[config.mk]
export PLATFORM = sky130hd
export DESIGN_NAME = serial_cmd_frontend
export DESIGN_NICKNAME = d
export VERILOG_FILES = /design/src/rtl/sfe_pkg.sv /design/src/rtl/sfe_sync.sv /design/src/rtl/sfe_edge.sv /design/src/rtl/sfe_frame_fsm.sv /design/src/rtl/sfe_sdo_launch.sv /design/src/rtl/serial_cmd_frontend.sv
export SDC_FILE = /design/constraint.sdc
export NUM_CORES = 1
export LEC_CHECK = 0
export CAP_MARGIN = 10
export CELL_PAD_IN_SITES_DETAIL_PLACEMENT = 1
export CELL_PAD_IN_SITES_GLOBAL_PLACEMENT = 2
export CORE_MARGIN = 4
export CORE_UTILIZATION = 48
export DETAILED_ROUTE_END_ITERATION = 6
export DONT_BUFFER_PORTS = 1
export PLACE_DENSITY_LB_ADDON = 0.1
export SKIP_CTS_REPAIR_TIMING = 1
export SLEW_MARGIN = 15
export SYNTH_ARGS = -nofsm -noshare
export SYNTH_HDL_FRONTEND = slang
export SYNTH_SLANG_ARGS = --single-unit
[constraint.sdc]
create_clock -name clk -period 3.8 [get_ports clk]
set_clock_uncertainty 0.1 [all_clocks]
set_input_delay 0.76 -clock clk [delete_from_list [all_inputs] [get_ports clk]]
set_output_delay 0.76 -clock clk [all_outputs]
set_load 0.02 [all_outputs]
[src/rtl/sfe_pkg.sv]
package sfe_pkg;
    localparam int WORD_W_DEF = 16;
    localparam int SYNC_DEF   = 2;

    typedef enum logic [1:0] {
        ST_IDLE   = 2'd0,
        ST_SHIFT  = 2'd1,
        ST_COMMIT = 2'd2
    } sfe_state_t;
endpackage

[src/rtl/sfe_sync.sv]
module sfe_sync #(
    parameter int W      = 3,
    parameter int STAGES = 2,
    parameter logic [W-1:0] RST_VAL = '0
) (
    input  logic         clk,
    input  logic         rst_n,
    input  logic [W-1:0] d_async,
    output logic [W-1:0] q_sync
);
    logic [W-1:0] chain [STAGES];

    genvar s;
    generate
        for (s = 0; s < STAGES; s++) begin : g_stage
            if (s == 0) begin : g_first
                always_ff @(posedge clk or negedge rst_n) begin
                    if (!rst_n) chain[0] <= RST_VAL;
                    else        chain[0] <= d_async;
                end
            end else begin : g_next
                always_ff @(posedge clk or negedge rst_n) begin
                    if (!rst_n) chain[s] <= RST_VAL;
                    else        chain[s] <= chain[s-1];
                end
            end
        end
    endgenerate

    assign q_sync = chain[STAGES-1];
endmodule

[src/rtl/sfe_edge.sv]
module sfe_edge #(
    parameter logic RST_VAL = 1'b0
) (
    input  logic clk,
    input  logic rst_n,
    input  logic level,
    output logic rise,
    output logic fall
);
    logic prev_q;

    always_ff @(posedge clk or negedge rst_n) begin
        if (!rst_n) prev_q <= RST_VAL;
        else        prev_q <= level;
    end

    assign rise = level & ~prev_q;
    assign fall = ~level & prev_q;
endmodule

[src/rtl/sfe_frame_fsm.sv]
module sfe_frame_fsm
    import sfe_pkg::*;
#(
    parameter int WORD_W = WORD_W_DEF
) (
    input  logic              clk,
    input  logic              rst_n,
    input  logic              cs_high,
    input  logic              bit_in,
    input  logic              shift_ev,
    output logic [WORD_W-1:0] shreg,
    output logic [WORD_W-1:0] word_q,
    output logic              word_valid
);
    sfe_state_t state_q, state_d;
    logic       latch_word;

    // State register
    always_ff @(posedge clk or negedge rst_n) begin
        if (!rst_n) state_q <= ST_IDLE;
        else        state_q <= state_d;
    end

    // Next-state logic
    always_comb begin
        state_d    = state_q;
        latch_word = 1'b0;
        unique case (state_q)
            ST_IDLE: begin
                if (!cs_high) state_d = ST_SHIFT;
            end
            ST_SHIFT: begin
                if (cs_high) begin
                    state_d    = ST_COMMIT;
                    latch_word = 1'b1;
                end
            end
            ST_COMMIT: begin
                state_d = ST_IDLE;
            end
            default: state_d = ST_IDLE;
        endcase
    end

    // Output decode
    always_comb begin
        word_valid = (state_q == ST_COMMIT);
    end

    // Shift path and word latch
    always_ff @(posedge clk or negedge rst_n) begin
        if (!rst_n) begin
            shreg  <= '0;
            word_q <= '0;
        end else begin
            if (shift_ev) shreg  <= {shreg[WORD_W-2:0], bit_in};
            if (latch_word) word_q <= shreg;
        end
    end
endmodule

[src/rtl/sfe_sdo_launch.sv]
module sfe_sdo_launch (
    input  logic clk,
    input  logic rst_n,
    input  logic mode_rise,
    input  logic rise_ev,
    input  logic fall_ev,
    input  logic msb_now,
    input  logic msb_next,
    output logic sdo_q
);
    always_ff @(posedge clk or negedge rst_n) begin
        if (!rst_n) begin
            sdo_q <= 1'b0;
        end else if (mode_rise) begin
            if (rise_ev) sdo_q <= msb_next;
        end else begin
            if (fall_ev) sdo_q <= msb_now;
        end
    end
endmodule

[src/rtl/serial_cmd_frontend.sv]
module serial_cmd_frontend
    import sfe_pkg::*;
#(
    parameter int WORD_W      = WORD_W_DEF,
    parameter int SYNC_STAGES = SYNC_DEF
) (
    input  logic              clk,
    input  logic              rst_n,
    input  logic              sck,
    input  logic              sdi,
    input  logic              csn,
    input  logic              out_mode,
    output logic              sdo,
    output logic              word_valid,
    output logic [WORD_W-1:0] word_data
);
    localparam int PIN_N = 3;
    localparam logic [PIN_N-1:0] PIN_RST = 3'b100;

    logic [PIN_N-1:0]  pins_s;
    logic              sck_s, sdi_s, csn_s;
    logic              sck_rise_raw, sck_fall_raw;
    logic              sck_rise_g, sck_fall_g;
    logic [WORD_W-1:0] shreg;

    sfe_sync #(
        .W(PIN_N), .STAGES(SYNC_STAGES), .RST_VAL(PIN_RST)
    ) u_sync (
        .clk(clk), .rst_n(rst_n),
        .d_async({csn, sdi, sck}),
        .q_sync(pins_s)
    );

    assign sck_s = pins_s[0];
    assign sdi_s = pins_s[1];
    assign csn_s = pins_s[2];

    sfe_edge #(.RST_VAL(1'b0)) u_sck_edge (
        .clk(clk), .rst_n(rst_n), .level(sck_s),
        .rise(sck_rise_raw), .fall(sck_fall_raw)
    );

    assign sck_rise_g = sck_rise_raw & ~csn_s;
    assign sck_fall_g = sck_fall_raw & ~csn_s;

    sfe_frame_fsm #(.WORD_W(WORD_W)) u_fsm (
        .clk(clk), .rst_n(rst_n),
        .cs_high(csn_s), .bit_in(sdi_s), .shift_ev(sck_rise_g),
        .shreg(shreg), .word_q(word_data), .word_valid(word_valid)
    );

    sfe_sdo_launch u_sdo (
        .clk(clk), .rst_n(rst_n), .mode_rise(out_mode),
        .rise_ev(sck_rise_g), .fall_ev(sck_fall_g),
        .msb_now(shreg[WORD_W-1]), .msb_next(shreg[WORD_W-2]),
        .sdo_q(sdo)
    );
endmodule

==> reports/results.ini, run 1 <==
[outcome]
status=completed

[synthesis]
syn_nets=92
avgSynthCellArea_um2=18.4
synth_warnings=0
netlist_instances=86
synth_area_mm2=0.00158
ys_ff_latch=42
seq_area_frac_synth_pct=66.7
synth_cell_types=16

[drt]
wl_per_cell_um=16.9
vias=718
initialDrtViolationCount=37
drc=0
drtPass1Iterations=2
vias_per_cell=5.24
drtAntennaViolNets=0
wirelength_um=2320

[global_route]
grt_pass1_wl_um=4150
grt_usage_pct=13.3
grt_overflow=0
grt_max_degree=43
antenna_found_initial=0
grt_pass1_vias=807

[cells_and_area]
design_area_mm2=0.00169
utilization_pct=54.5
synthToLayoutAreaGrowth_pct=7.05
drive_above_1_share_pct=48.4
nets=98
n_antenna_cell=0

[clocking]
cts_buffer_depth=2
htree_levels=2
cts_buffers=5
clk_pin_slew_worst_paths_ns=0.11
cts.sinks=42
cts_tree=built
clock_latency_ns=0.34
cts-root-buf=clkbuf_4

[worst_setup_path]
rr_endpoint=u_fsm.shreg[0]
cp_slowest_cell=dfrtp_1
path_buf_inv=0
critical_path.cell_chain=nor2b_1
max_stage_delay_ns=0.43
critical_path_class=register to primary output
cp-start-kind=register
crit_end=word_valid
cp-end-kind=primary output
path_depth=1
critPathTopFamily=flip-flops
crit_required_ns=2.94
crit_path_start=u_fsm.state_q[0]
worstReg2RegStart=u_sck_edge.prev_q
cp.arrival_ns=1.12
r2r_slack_ns=1.89
path_max_fanout=2
reg2regPathDepth=2

[placement]
dp_hpwl_um=1480
placed_cell_area_mm2=0.00160
port_buffers=0
globalplace.congestion=0.622

[pwr]
p_leak_nw=0.814
p_total_w=0.00100
ir_worst_vdd_uv=293
power.density_cell_area_mw_per_mm2=592

[floorplanning]
pin_count=24
die_w_um=65.4
rows=20
start_util_pct=50.9
die_h_um=65.4
fp.coreArea_mm2=0.00310
die_area_mm2=0.00427

[sta]
hold_violations=0
period_share_pct=52.1
relSlewSlack_pct=33.3
setup_viol=0
finalSetupTns_ns=0
tightestPinTransition_ns=1.00
fmax_mhz=505
final.min_clock_period_ns=1.98
drv_slew=0
rsz0062_at_grt=no

[hold_path]
min_path_type=input port to async pin

[run]
maxCapViolCount=0

-- registers in the layout, indices dropped and copies added, names as in the netlist --
register,flops
u_fsm.shreg,16
u_fsm.state_q,2
u_sck_edge.prev_q,1
u_sync.chain,3
u_fsm.word_q,16
u_sync.q_sync,3
u_sdo.sdo_q,1
-- cells by family after synthesis --
logic type	after synthesis	share of synthesized area, %
AND/OR/NAND/NOR	6	4.43
buffers and inverters	3	2.22
multiplexers	33	25.8
AO/OA/AOI/OAI	2	0.871
flip-flops	42	66.7
-- final cells by class --
| type | instances | area, um^2 |
|---|---|---|
| clock inverter | 1 | 5.00 |
| inverter | 1 | 3.75 |
| timing repair buffer | 1 | 27.5 |
| clock buffer | 7 | 55.1 |
| multi-input combinational | 41 | 492 |
| fill | 307 | 1410 |
| sequential | 42 | 1050 |
| tap | 44 | 55.1 |
-- metal layers --
metal	routed length [um]	up-vias	GRT usage [%]
met4	29	0	4.66
met2	1090	20	19.1
li1	-	313	-
met5	0	-	0
met1	1050	381	17.8
met3	154	4	5.98
-- cells in the final DEF, fill, tap and decap left out --
master / netlist / routed
o21ai_0: 1 / 1
nor2b_1: 1 / 1
mux2_2: 22 / 22
dfrtp_1: 40 / 40
nor4b_1: 1 / 1
buf_16: 0 / 1
clkbuf_1: 0 / 1
nand3b_4: 1 / 1
clkinv_2: 0 / 1
mux2_4: 10 / 10
clkbuf_8: 0 / 1
and4bb_2: 1 / 1
dfstp_2: 2 / 2
nor3b_4: 1 / 1
nor2_1: 1 / 1
inv_1: 1 / 1
clkbuf_4: 0 / 5
o31a_1: 1 / 1
mux2i_1: 1 / 1
-- worst min-delay path by stage --
| stage | slack (ns) | from | cells past startpoint | endpoint |
|---|---|---|---|---|
| floorplan | 0.23 | u_sync.chain[3] | 0 | u_sync.q_sync[0] |
| global placement | 0.24 | u_sync.chain[4] | 0 | u_sync.q_sync[1] |
| detailed placement | 0.24 | u_sync.chain[3] | 0 | u_sync.q_sync[0] |
| CTS | -0.03 | rst_n | 0 | u_fsm.word_q[13] |
| global route | 0.09 | rst_n | 0 | u_sync.chain[5] |
| finish | 0.14 | rst_n | 1 | u_fsm.word_q[12] |
-- where the power goes --
| group | switching (W) | internal, W | total, W |
|---|---|---|---|
| clock network | 0.000135 | 0.0000898 | 0.000225 |
| registers | 0.000119 | 0.000536 | 0.000655 |
| logic | 0.0000365 | 0.0000851 | 0.000122 |
-- stage by stage --
step,cells,hold WS [ns],worst slack (ns)
floorplan,86,0.231,2.23
global placement,128,0.237,1.98
detailed placement,128,0.237,1.90
CTS,136,-0.0273,1.79
global route,137,0.0928,1.75
finish,137,0.136,1.82
-- synth_stat cells --
library cell | instances | share of area [%]
mux2_2 | 22 | 16
nor2b_1 | 1 | 0.40
buf_6 | 1 | 0.71
nor3b_4 | 1 | 1.2
o21ai_0 | 1 | 0.32
nor2_1 | 1 | 0.24
buf_12 | 1 | 1.3
nand3b_4 | 1 | 1.3
inv_1 | 1 | 0.24
o31a_1 | 1 | 0.55
mux2i_1 | 1 | 0.63
mux2_4 | 10 | 9.5
dfrtp_1 | 40 | 63
nor4b_1 | 1 | 0.55
dfstp_2 | 2 | 3.3
and4bb_2 | 1 | 0.79
(Power assumes the default switching activity.)
==> inputs of run 2 (changes only) <==
- CORE_UTILIZATION: 48 -> 40
- clock period: 3.8 -> 1.7 ns (I/O delays scaled with it)
==> run 2 against run 1 <==
Effect of this change:
- routed wire length grew 4.4%
- first-iteration DRC count stayed put
- cell count up 6.6%
- highest routed layer unchanged
- worst setup slack lost 1.6 ns
- non-clock buffer count is 5 higher
- flip-flop and latch count is the same
- critical path type unchanged
- utilization fell by 6.8 points
- largest power group unchanged
==> reports/results.ini, run 2 (synthesized netlist as in run 1, its figures left out) <==
[drt]
vias=736
initialDrtViolationCount=37
drc=0
drtAntennaViolNets=0
wl_per_cell_um=16.6
vias_per_cell=5.04
drtPass1Iterations=2
wirelength_um=2420

[placement]
port_buffers=0
dp_hpwl_um=1560
globalplace.congestion=0.631

[outcome]
status=completed

[pwr]
pwr-share-clk_pct=26.7
switching_share_pct=27.5
p_int_w=0.00173
ir_worst_vdd_uv=636
p_leak_nw=0.849
p_total_w=0.00239
seq_power_share_pct=61.6
power_frac_comb_pct=11.8
power.density_cell_area_mw_per_mm2=1340
switching_power_w=0.000658

[sta]
final.min_clock_period_ns=1.52
drv_slew=0
finalSetupTns_ns=0
setup_viol=0
rsz0062_at_grt=no
relSlewSlack_pct=70.1
period_share_pct=89.2
tightestPinTransition_ns=0.447
hold_violations=0
fmax_mhz=660

[cells_and_area]
reg_top3=u_fsm.shreg: 16 flops, u_fsm.word_q: 16 flops
layout_commonest_cell=dfrtp_1
layout_common_cells=dfrtp_1 (40), mux2_2 (22), mux2_4 (10)
utilization_pct=47.7
n_antenna_cell=0
nets=103
drive_above_1_share_pct=45.9
synthToLayoutAreaGrowth_pct=13.1

[worst_setup_path]
rr_endpoint=u_fsm.word_q[12]
critPathTopFamily=flip-flops
cp-start-kind=register
path_max_fanout=2
path_buf_inv=0
crit_required_ns=1.26
cp-end-kind=primary output
worstReg2RegStart=u_sync.q_sync[2]
crit_end=word_valid
crit_path_start=u_fsm.state_q[0]
critical_path_class=register to primary output
cp_slowest_cell=dfrtp_1
path_depth=1
critical_path.cell_chain=nor2b_1
reg2regPathDepth=2
cp.arrival_ns=1.08
r2r_slack_ns=0.28
max_stage_delay_ns=0.41

[hold_path]
hold_depth=0
min_path_type=register to register

[clocking]
cts_tree=built
cts_buffer_depth=2
clock_latency_ns=0.28
cts_buffers=5
clk_pin_slew_worst_paths_ns=0.07
cts.sinks=42
cts-root-buf=clkbuf_8
htree_levels=2

[global_route]
grt_pass1_vias=765
grt_usage_pct=10.9
antenna_found_initial=0
grt_max_degree=43
grt_pass1_wl_um=4120
grt_overflow=0

[floorplanning]
die_area_mm2=0.00502
start_util_pct=42.2
die_h_um=70.9
fp.coreArea_mm2=0.00374
pin_count=24
die_w_um=70.9
rows=22

[run]
maxCapViolCount=0

==> run 2: changes by cell type in the layout (fill, tap and decap cells not counted) <==
cell           previous run  this run
dlygate4sd3_1             0         4
clkinv_2                  1         0
clkbuf_8                  1         6
buf_12                    0         1
clkbuf_4                  5         0
clkbuf_1                  1         2
==> run 2: worst min path at each step <==
stage                          startpoint               end
after floorplan                     rst_n    u_fsm.shreg[0]
after global placement              rst_n       u_sdo.sdo_q
after detailed placement            rst_n       u_sdo.sdo_q
after CTS                           rst_n  u_fsm.word_q[13]
after global routing      u_sync.chain[3]  u_sync.q_sync[0]
final                     u_sync.chain[4]  u_sync.q_sync[1]
==> run 2: power groups by stage <==
stage / clock network, W / logic (W) / registers (W)
after floorplan: 0 / 0.000234 / 0.00144
after global placement: 0 / 0.000244 / 0.00149
after detailed placement: 0 / 0.000254 / 0.00149
after CTS: 0.000673 / 0.000253 / 0.00148
after global routing: 0.000706 / 0.000310 / 0.00151
final: 0.000636 / 0.000281 / 0.00147
==> run 2: metrics by stage <==
step / setup WS (ns) / hold WS, ns / instances / instance area (um^2)
2_1_floorplan: 0.239 / -0.0556 / 86 / 1580
3_3_place_gp: 0.301 / -0.0545 / 133 / 1630
3_5_place_dp: 0.257 / -0.0546 / 133 / 1630
4_1_cts: 0.163 / -0.377 / 141 / 1720
5_1_grt: 0.129 / 0.263 / 146 / 1790
6_report: 0.184 / 0.250 / 146 / 1790
==> run 2: cell type report <==
class,count,area [um^2]
inverter,1,3.75
tap,48,60.1
timing repair buffer,6,87.6
fill,372,1960
clock buffer,8,90.1
multi-input combinational,41,492
sequential,42,1050
==> run 2: routing by layer <==
layer / part of all wire [%] / global-route usage, % / vias to the layer above
li1: - / - / 322
met1: 45 / 14.8 / 386
met2: 45 / 14.4 / 22
met3: 7.6 / 5.40 / 6
met4: 2.0 / 5.01 / 0
met5: 0 / 0 / -
